$ cat src/rtl/addsub_pkg.sv
package addsub_pkg;

    typedef enum logic [1:0] {
        OP_ADD = 2'b00,
        OP_ADC = 2'b01,
        OP_SUB = 2'b10,
        OP_SBC = 2'b11
    } alu_op_e;

    typedef struct packed {
        logic n;
        logic z;
        logic c;
        logic v;
    } nzcv_t;

    localparam int FLAG_BITS = 4;

endpackage

$ cat src/rtl/addsub_operand.sv
// Chooses the second adder input and the carry-in for the selected operation.
module addsub_operand #(
    parameter int WIDTH = 32
) (
    input  logic [1:0]       op,
    input  logic             carry_q,
    input  logic [WIDTH-1:0] opb,
    output logic [WIDTH-1:0] b_eff,
    output logic             cin,
    output logic             is_sub,
    output logic             use_cin
);
    always_comb begin
        is_sub  = op[1];
        use_cin = op[0];
        b_eff   = is_sub ? ~opb : opb;
        if (use_cin) begin
            cin = carry_q;
        end else begin
            cin = is_sub;
        end
    end
endmodule

$ cat src/rtl/addsub_flag_gen.sv
// Derives N, Z, C, V from the result and the operands using comparisons.
module addsub_flag_gen
    import addsub_pkg::*;
#(
    parameter int WIDTH = 32
) (
    input  logic [WIDTH-1:0] opa,
    input  logic [WIDTH-1:0] opb,
    input  logic [WIDTH-1:0] sum,
    input  logic             is_sub,
    input  logic             use_cin,
    input  logic             carry_q,
    output nzcv_t            flags
);
    localparam int MSB = WIDTH - 1;

    logic [WIDTH-1:0] ovf_vec;
    logic             add_c;
    logic             sub_c;

    always_comb begin
        if (use_cin) begin
            add_c = ((sum == opa) && carry_q) || (sum < opa);
            sub_c = ((opa == opb) && carry_q) || (opa > opb);
        end else begin
            add_c = (sum < opa);
            sub_c = (opa >= opb);
        end

        if (is_sub) begin
            ovf_vec = (sum ^ opa) & (opa ^ opb);
        end else begin
            ovf_vec = (sum ^ opa) & ~(opa ^ opb);
        end

        flags.n = sum[MSB];
        flags.z = (sum == '0);
        flags.c = is_sub ? sub_c : add_c;
        flags.v = ovf_vec[MSB];
    end
endmodule

$ cat src/rtl/int_addsub_flags.sv
module int_addsub_flags
    import addsub_pkg::*;
#(
    parameter int WIDTH = 32
) (
    input  logic             clk,
    input  logic             rst_n,
    input  logic [1:0]       op_i,
    input  logic             set_flags_i,
    input  logic [WIDTH-1:0] opa_i,
    input  logic [WIDTH-1:0] opb_i,
    output logic [WIDTH-1:0] result_o,
    output logic [3:0]       flags_o
);
    localparam int MSB = WIDTH - 1;

    typedef struct packed {
        nzcv_t flags;
    } state_t;

    state_t st_d, st_q;

    logic [WIDTH-1:0] b_eff;
    logic             cin;
    logic             is_sub;
    logic             use_cin;
    logic [WIDTH-1:0] sum;
    nzcv_t            new_flags;

    addsub_operand #(.WIDTH(WIDTH)) u_operand (
        .op      (op_i),
        .carry_q (st_q.flags.c),
        .opb     (opb_i),
        .b_eff   (b_eff),
        .cin     (cin),
        .is_sub  (is_sub),
        .use_cin (use_cin)
    );

    assign sum = opa_i + b_eff + {{(WIDTH-1){1'b0}}, cin};

    addsub_flag_gen #(.WIDTH(WIDTH)) u_flags (
        .opa     (opa_i),
        .opb     (opb_i),
        .sum     (sum),
        .is_sub  (is_sub),
        .use_cin (use_cin),
        .carry_q (st_q.flags.c),
        .flags   (new_flags)
    );

    always_comb begin
        st_d = st_q;
        if (set_flags_i) begin
            st_d.flags = new_flags;
        end
    end

    always_ff @(posedge clk or negedge rst_n) begin
        if (!rst_n) begin
            st_q <= '0;
        end else begin
            st_q <= st_d;
        end
    end

    assign result_o = sum;
    assign flags_o  = st_q.flags;

    // Independent wide-adder references used only by the assertions below.
    logic [WIDTH:0] chk_add_wide;
    logic [WIDTH:0] chk_sadd;
    logic [WIDTH:0] chk_ssub;
    assign chk_add_wide = {1'b0, opa_i} + {1'b0, opb_i};
    assign chk_sadd     = {opa_i[MSB], opa_i} + {opb_i[MSB], opb_i};
    assign chk_ssub     = {opa_i[MSB], opa_i} - {opb_i[MSB], opb_i};

    a_r10_hold_flags: assert property (@(posedge clk) disable iff (!rst_n)
        !set_flags_i |=> $stable(flags_o));

    a_r3_sign_flag: assert property (@(posedge clk) disable iff (!rst_n)
        set_flags_i |=> flags_o[3] == $past(result_o[MSB]));

    a_r3_zero_flag: assert property (@(posedge clk) disable iff (!rst_n)
        set_flags_i |=> flags_o[2] == ($past(result_o) == '0));

    a_r4_add_carry: assert property (@(posedge clk) disable iff (!rst_n)
        (set_flags_i && op_i == OP_ADD) |=> flags_o[1] == $past(chk_add_wide[WIDTH]));

    a_r8_add_overflow: assert property (@(posedge clk) disable iff (!rst_n)
        (set_flags_i && op_i == OP_ADD) |=> flags_o[0] == $past(chk_sadd[WIDTH] != chk_sadd[MSB]));

    a_r9_sub_overflow: assert property (@(posedge clk) disable iff (!rst_n)
        (set_flags_i && op_i == OP_SUB) |=> flags_o[0] == $past(chk_ssub[WIDTH] != chk_ssub[MSB]));

endmodule

$ cat config.mk
export PLATFORM = sky130hd
export DESIGN_NAME = int_addsub_flags
export DESIGN_NICKNAME = d
export VERILOG_FILES = /design/src/rtl/addsub_pkg.sv /design/src/rtl/addsub_operand.sv /design/src/rtl/addsub_flag_gen.sv /design/src/rtl/int_addsub_flags.sv
export SDC_FILE = /design/constraint.sdc
export NUM_CORES = 1
export LEC_CHECK = 0
export BUFFER_PORTS_ARGS = -buffer_cell sky130_fd_sc_hd__buf_2
export CAP_MARGIN = 40
export CORE_MARGIN = 2
export CORE_UTILIZATION = 56
export CTS_CLUSTER_SIZE = 25
export DETAILED_ROUTE_END_ITERATION = 10
export HOLD_SLACK_MARGIN = 0.05
export PLACE_DENSITY = 0.9
export SYNTH_ARGS = -nofsm -noshare
export SYNTH_HDL_FRONTEND = slang
export SYNTH_SLANG_ARGS = --single-unit
$ cat constraint.sdc
create_clock -name clk -period 7.77 [get_ports clk]
set_input_delay 1.554 -clock clk [delete_from_list [all_inputs] [get_ports clk]]
set_output_delay 1.554 -clock clk [all_outputs]
set_load 0.005 [all_outputs]
## After elaboration in Yosys (flattened, before gate mapping)

Cells that the tools add are included.

| operators by class | value |
|---|---|
| bitwise operators | 6 |
| equal/unequal tests | 2 |
| multiplexer cells | 6 |
| multipliers | 0 |
| divide/modulo/power cells | 0 |
| shift operators | 0 |
| reductions and logical operators | 5 |
| $lt $le $gt $ge | 3 |
| $add $sub $neg | 2 |

Operators with widths:

| kind | count |
|---|---|
| 32-bit AND | 2 |
| 32-bit == test | 2 |
| 32-bit two-way mux | 2 |
| 32-bit NOT | 2 |
| 32-bit bitwise XOR | 2 |
| 32-bit by 1-bit adder with 32-bit output | 1 |
| 32-bit adder | 1 |
| 32-bit >= comparator | 1 |
| 32-bit greater-than comparator | 1 |
| 32-bit zero test | 1 |
| 32-bit less-than comparator | 1 |
| 1-bit two-way mux | 4 |
| 1-bit logical AND | 2 |
| 1-bit logical OR | 2 |

| storage, ports and cells | value |
|---|---|
| latch bits | 0 |
| bits in writable memories | 0 |
| register bits | 4 |
| output and inout port bits | 36 |
| word-level logic and storage cells | 28 |
| input bits | 69 |
| memories | 0 |
| bits in read-only memories | 0 |

## Depth between registers and ports, before layout

| depth | value |
|---|---|
| word-level depth | 9 |
| gate-level depth with buffers | 23 |
| gate-level depth less buffers | 21 |

## By module

From an unflattened synthesis, not the netlist that was laid out.

| second synthesis, totals | value |
|---|---|
| cell total of the unflattened synthesis | 565 |
| area total of the unflattened synthesis | 4260.3 um^2 |

Modules (own cells, without submodules):

| module | area an instance (um^2) | seq. area each (um^2) | instances | cells each |
|---|---|---|---|---|
| int_addsub_flags | 2148.3 | 100.1 | 1 | 288 |
| addsub_flag_gen | 1734.2 | 0.0 | 1 | 238 |
| addsub_operand | 377.9 | 0.0 | 1 | 39 |

## Least setup slack after synthesis

No wires, ideal clock.

| path | value |
|---|---|
| kind | input to output |
| start point | in op_i[1] |
| end point | out result_o[31] |
| path slack | 1199 ps |
| data arrival time | 5017 ps |
| path buffers | 3 |
| data required time | 6216 ps |
| cell stages on the path | 14 |
| path through | clkbuf_1 buf_1 xor2_1 ha_1 and3_2 a221oi_1 o31a_1 a2111oi_1 o41ai_2 o21ai_2 nand3_1 a311oi_2 xnor2_1 buf_4 |

RTL lines:

| item | line | RTL |
|---|---|---|
| from (decl) | int_addsub_flags.sv:8 | `input logic [1:0] op_i,` |
| to (decl) | int_addsub_flags.sv:12 | `output logic [WIDTH-1:0] result_o,` |

## Worst setup path in the final report

| path | value |
|---|---|
| start point | in op_i[1] |
| end point | out result_o[31] |

| between the ends | value |
|---|---|
| cells in the longest elaborated chain, start to end | 3 |
| elaborated cells between the ends (all ways) | 4 |
| those cells by class | 2 x add/sub; 2 x mux |

RTL lines:

| item | line | RTL |
|---|---|---|
| 32-bit two-way mux | addsub_operand.sv:16 | `b_eff = is_sub ? ~opb : opb;` |
| 32-bit adder | int_addsub_flags.sv:40 | `assign sum = opa_i + b_eff + {{(WIDTH-1){1'b0}}, cin};` |
| 32-bit by 1-bit adder with 32-bit output (*) | int_addsub_flags.sv:40 |  |

Every way passes the cells marked *; elsewhere a longest branch is shown, timed or not.

==> results.py <==
metrics = {
    "logic_synthesis": {
        "synth.top_cell.area_share_pct": 29.9,
        "synthesis.nets": 682,
        "seq_area_frac_synth_pct": 2.54,
        "ys_warn_count": 0,
        "syn_area_mm2": 0.00394,
        "synthCells": 517,
        "synth_flop_cell": "dfrtp_1",
        "synth_area_leaders": "ha_1 30%, xor2_1 10%, inv_1 6.6%, a21o_1 5.9%, a21oi_1 5.0%",
        "yosys_register_bits": 4,
        "ys_types": 67,
        "yosysTopAreaCell": "ha_1",
        "synth_edf_count": 0,
        "synth.most_common_cell": "ha_1",
        "synth-async-reset-ratio_pct": 100,
        "synthTopCellsByCount": "94 x ha_1, 69 x inv_1, 45 x xor2_1",
        "avgSynthCellArea_um2": 7.62,
    },
    "power_and_ir_drop": {
        "p_clk_share_pct": 6.8,
        "leakage_uw": 0.00255,
        "peakVddDrop_uv": 74.8,
        "powerDensity_mw_per_mm2": 144,
        "comb_power_share_pct": 88.4,
        "switching_share_pct": 53.1,
        "power.net_switching_uw": 348,
        "power_frac_seq_pct": 4.7,
        "intPower_uw": 308,
    },
    "drt": {
        "ant_nets": 0,
        "viasPerCell": 5.93,
        "routed_wl_mm": 11.0,
        "drtPass1Iterations": 5,
        "wl_per_cell_um": 15.6,
        "drc": 0,
        "vias": 4205,
        "drtIter0Drc": 161,
    },
    "placement": {
        "dpl.hpwl_mm": 9.56,
        "globalplace.congestion": 0.932,
        "dp_slack_ps": 1000,
        "port_buffers": 104,
        "place_inst": 706,
    },
    "timing": {
        "min_period_over_period_pct": 87.6,
        "setup_viol": 0,
        "period_minus_slack_ps": 6810,
        "finalWorstSetupSlack_ps": 960,
        "rsz0062_at_grt": "false",
        "hold_ws_ps": 526,
        "worst_pin_slew_ps": 649,
        "drv_slew": 0,
        "skew_ps": 4.81,
        "max_freq_mhz": 147,
        "hold_viol": 0,
        "max_slew_margin_pct": 56.6,
        "fin_setup_tns_ps": 0,
    },
    "grt": {
        "grt_max_degree": 25,
        "antenna_found_initial": 0,
        "grt_overflow_total": 0,
        "grt_use_total_pct": 28.9,
        "grt_pass1_vias": 4253,
        "grt_pass1_wl_mm": 18.3,
    },
    "floorplanning": {
        "die_w_um": 87.9,
        "num_rows": 30,
        "io_pins": 105,
        "start_util_pct": 58.0,
        "die_area_mm2": 0.00772,
        "core_mm2": 0.00679,
        "die_height_um": 87.9,
    },
    "hold_path": {
        "hold_start": "flags_o[0]",
        "hold_path.class": "reg2reg",
        "hold_depth": 1,
        "min_to": "flags_o[0]",
    },
    "cells_and_area": {
        "multi_input_area_mm2": 0.00351,
        "fill_cells": 585,
        "layoutNonFillerInstCount": 709,
        "insertedDiodeCount": 0,
        "drive_above_1_share_pct": 21.2,
        "regArea_um2": 100,
        "syn2layout_area_growth_pct": 15.7,
        "fin_nets": 780,
    },
    "job": {
        "max_cap_viol_count": 0,
    },
    "critical_path": {
        "crit_family": "compound AO/OA/AOI/OAI gates",
        "rrSetupSlack_ps": 2870,
        "start_kind": "input port",
        "cp_num_buf_inv": 2,
        "worstSetupPathType": "in2out",
        "crit_slowest_cell": "a2111oi_1",
        "crit_top_cell": "buf_2",
        "path_cells": "buf_2 -> xor2_1 -> ha_1 -> a21o_1 -> a221oi_1 -> o31a_1 -> a2111oi_1 -> o41ai_2 -> o21ai_2 -> nand3_1 -> a311oi_2 -> xnor2_1 -> buf_2",
        "crit_arrival_ps": 5260,
        "max_stage_delay_ps": 650,
        "critPathMaxFanout": 24,
        "worst-r2r-cell-count": 19,
        "crit_required_ps": 6220,
        "cp-end-kind": "output pin",
    },
    "clock_network": {
        "htreeDepth": 1,
        "clkTransAtPathRegs_ps": 30,
        "cts_tree": "yes",
        "insertion_delay_ps": 220,
        "cts-root-buf": "clkbuf_8",
        "postCtsSetupBuffers": 0,
        "cts.sinks": 4,
        "cts_buffer_depth": 2,
        "postCtsResizedCells": 0,
        "numCtsBuffers": 3,
        "holdBufCountCts": 0,
    },
    "run_status": {
        "outcome": "finished clean",
    },
}
## worst register-to-register path: cells and delay by family, from the launching register on
family	cells	cell delay, ps
adders and majority gates	3	1210
AOI/OAI and AO/OA	9	1690
DFF	1	450
and+or+nand+nor	5	580
xor gates and xnor gates	1	550
muxes	1	310
## layout make-up
class                   instances  area share, %
clock buffers                   3          0.907
repair buffers                105           11.6
flip-flops and latches          4           2.20
well taps                      96           2.64
multi-input cells             432           77.0
inverters                      69           5.69
## placed cells by master (no fill, tap or decap), types with 2 or more instances in the layout
| master | n |
|---|---|
| buf_2 | 104 |
| ha_1 | 94 |
| inv_1 | 69 |
| xor2_1 | 45 |
| a21oi_1 | 39 |
| a21o_1 | 31 |
| nand2_1 | 26 |
| nor2_1 | 22 |
| o21ai_0 | 20 |
| nand4_1 | 16 |
| nand3_1 | 15 |
| nor2b_1 | 13 |
| xnor2_1 | 12 |
| nand2b_1 | 9 |
| nor3_1 | 7 |
| a31oi_1 | 7 |
| nor4_1 | 5 |
| o21a_1 | 4 |
| or4_1 | 4 |
| or4b_1 | 4 |
| a221oi_1 | 4 |
| dfrtp_1 | 4 |
| mux2_2 | 3 |
| clkbuf_8 | 3 |
| a211oi_1 | 2 |
| o31a_1 | 2 |
| a21o_2 | 2 |
| o2111ai_1 | 2 |
| nand3b_1 | 2 |
| o211ai_1 | 2 |
| o21ai_2 | 2 |
| mux2i_1 | 2 |
| nor3b_1 | 2 |
| o41ai_2 | 2 |
| a311oi_1 | 2 |
| fa_1 | 2 |
## worst max path at each step
stage	slack (ps)	depth (start not counted)	startpoint	endpoint
final	960	13	op_i[1]	result_o[31]
after global routing	720	13	op_i[1]	result_o[31]
after CTS	1000	13	op_i[1]	result_o[31]
after detailed placement	1000	13	op_i[1]	result_o[31]
after global placement	1170	13	op_i[1]	result_o[31]
after floorplan	1200	14	op_i[1]	result_o[31]
## per-stage QoR
step	power (uW)	area (um^2)	utilization [%]
floorplan	418	3940	-
global placement	577	4510	66.4
detailed placement	598	4510	66.4
CTS	648	4550	67.0
global route	722	4550	67.0
finish	656	4550	67.0
## cells by family (layout without fill, tap and decap cells)
| group | Yosys count | count (layout) | synth area share, % |
|---|---|---|---|
| adder cells (fa/ha/maj) | 96 | 96 | 30.9 |
| multiplexers | 5 | 5 | 1.37 |
| XOR/XNOR | 58 | 58 | 13.1 |
| flip-flops | 4 | 4 | 2.54 |
| buffers and inverters | 81 | 177 | 8.42 |
| AO/OA/AOI/OAI | 133 | 133 | 23.0 |
| AND/OR/NAND/NOR | 140 | 140 | 20.7 |
## power groups by stage
| stage | Clock, uW | Sequential [uW] | Combinational, uW |
|---|---|---|---|
| 2_1_floorplan | 0 | 29.2 | 389 |
| 3_3_place_gp | 0 | 30.1 | 547 |
| 3_5_place_dp | 0 | 30.6 | 567 |
| 4_1_cts | 45.4 | 30.6 | 572 |
| 5_1_grt | 47.0 | 31.2 | 644 |
| 6_report | 44.8 | 31.0 | 580 |
## routing by layer
layer	GRT usage (%)	wire length [um]
met5	0	0
met4	16.8	640
met3	2.64	750
met2	50.3	5170
met1	34.5	4470
(Power assumes the default switching activity.)
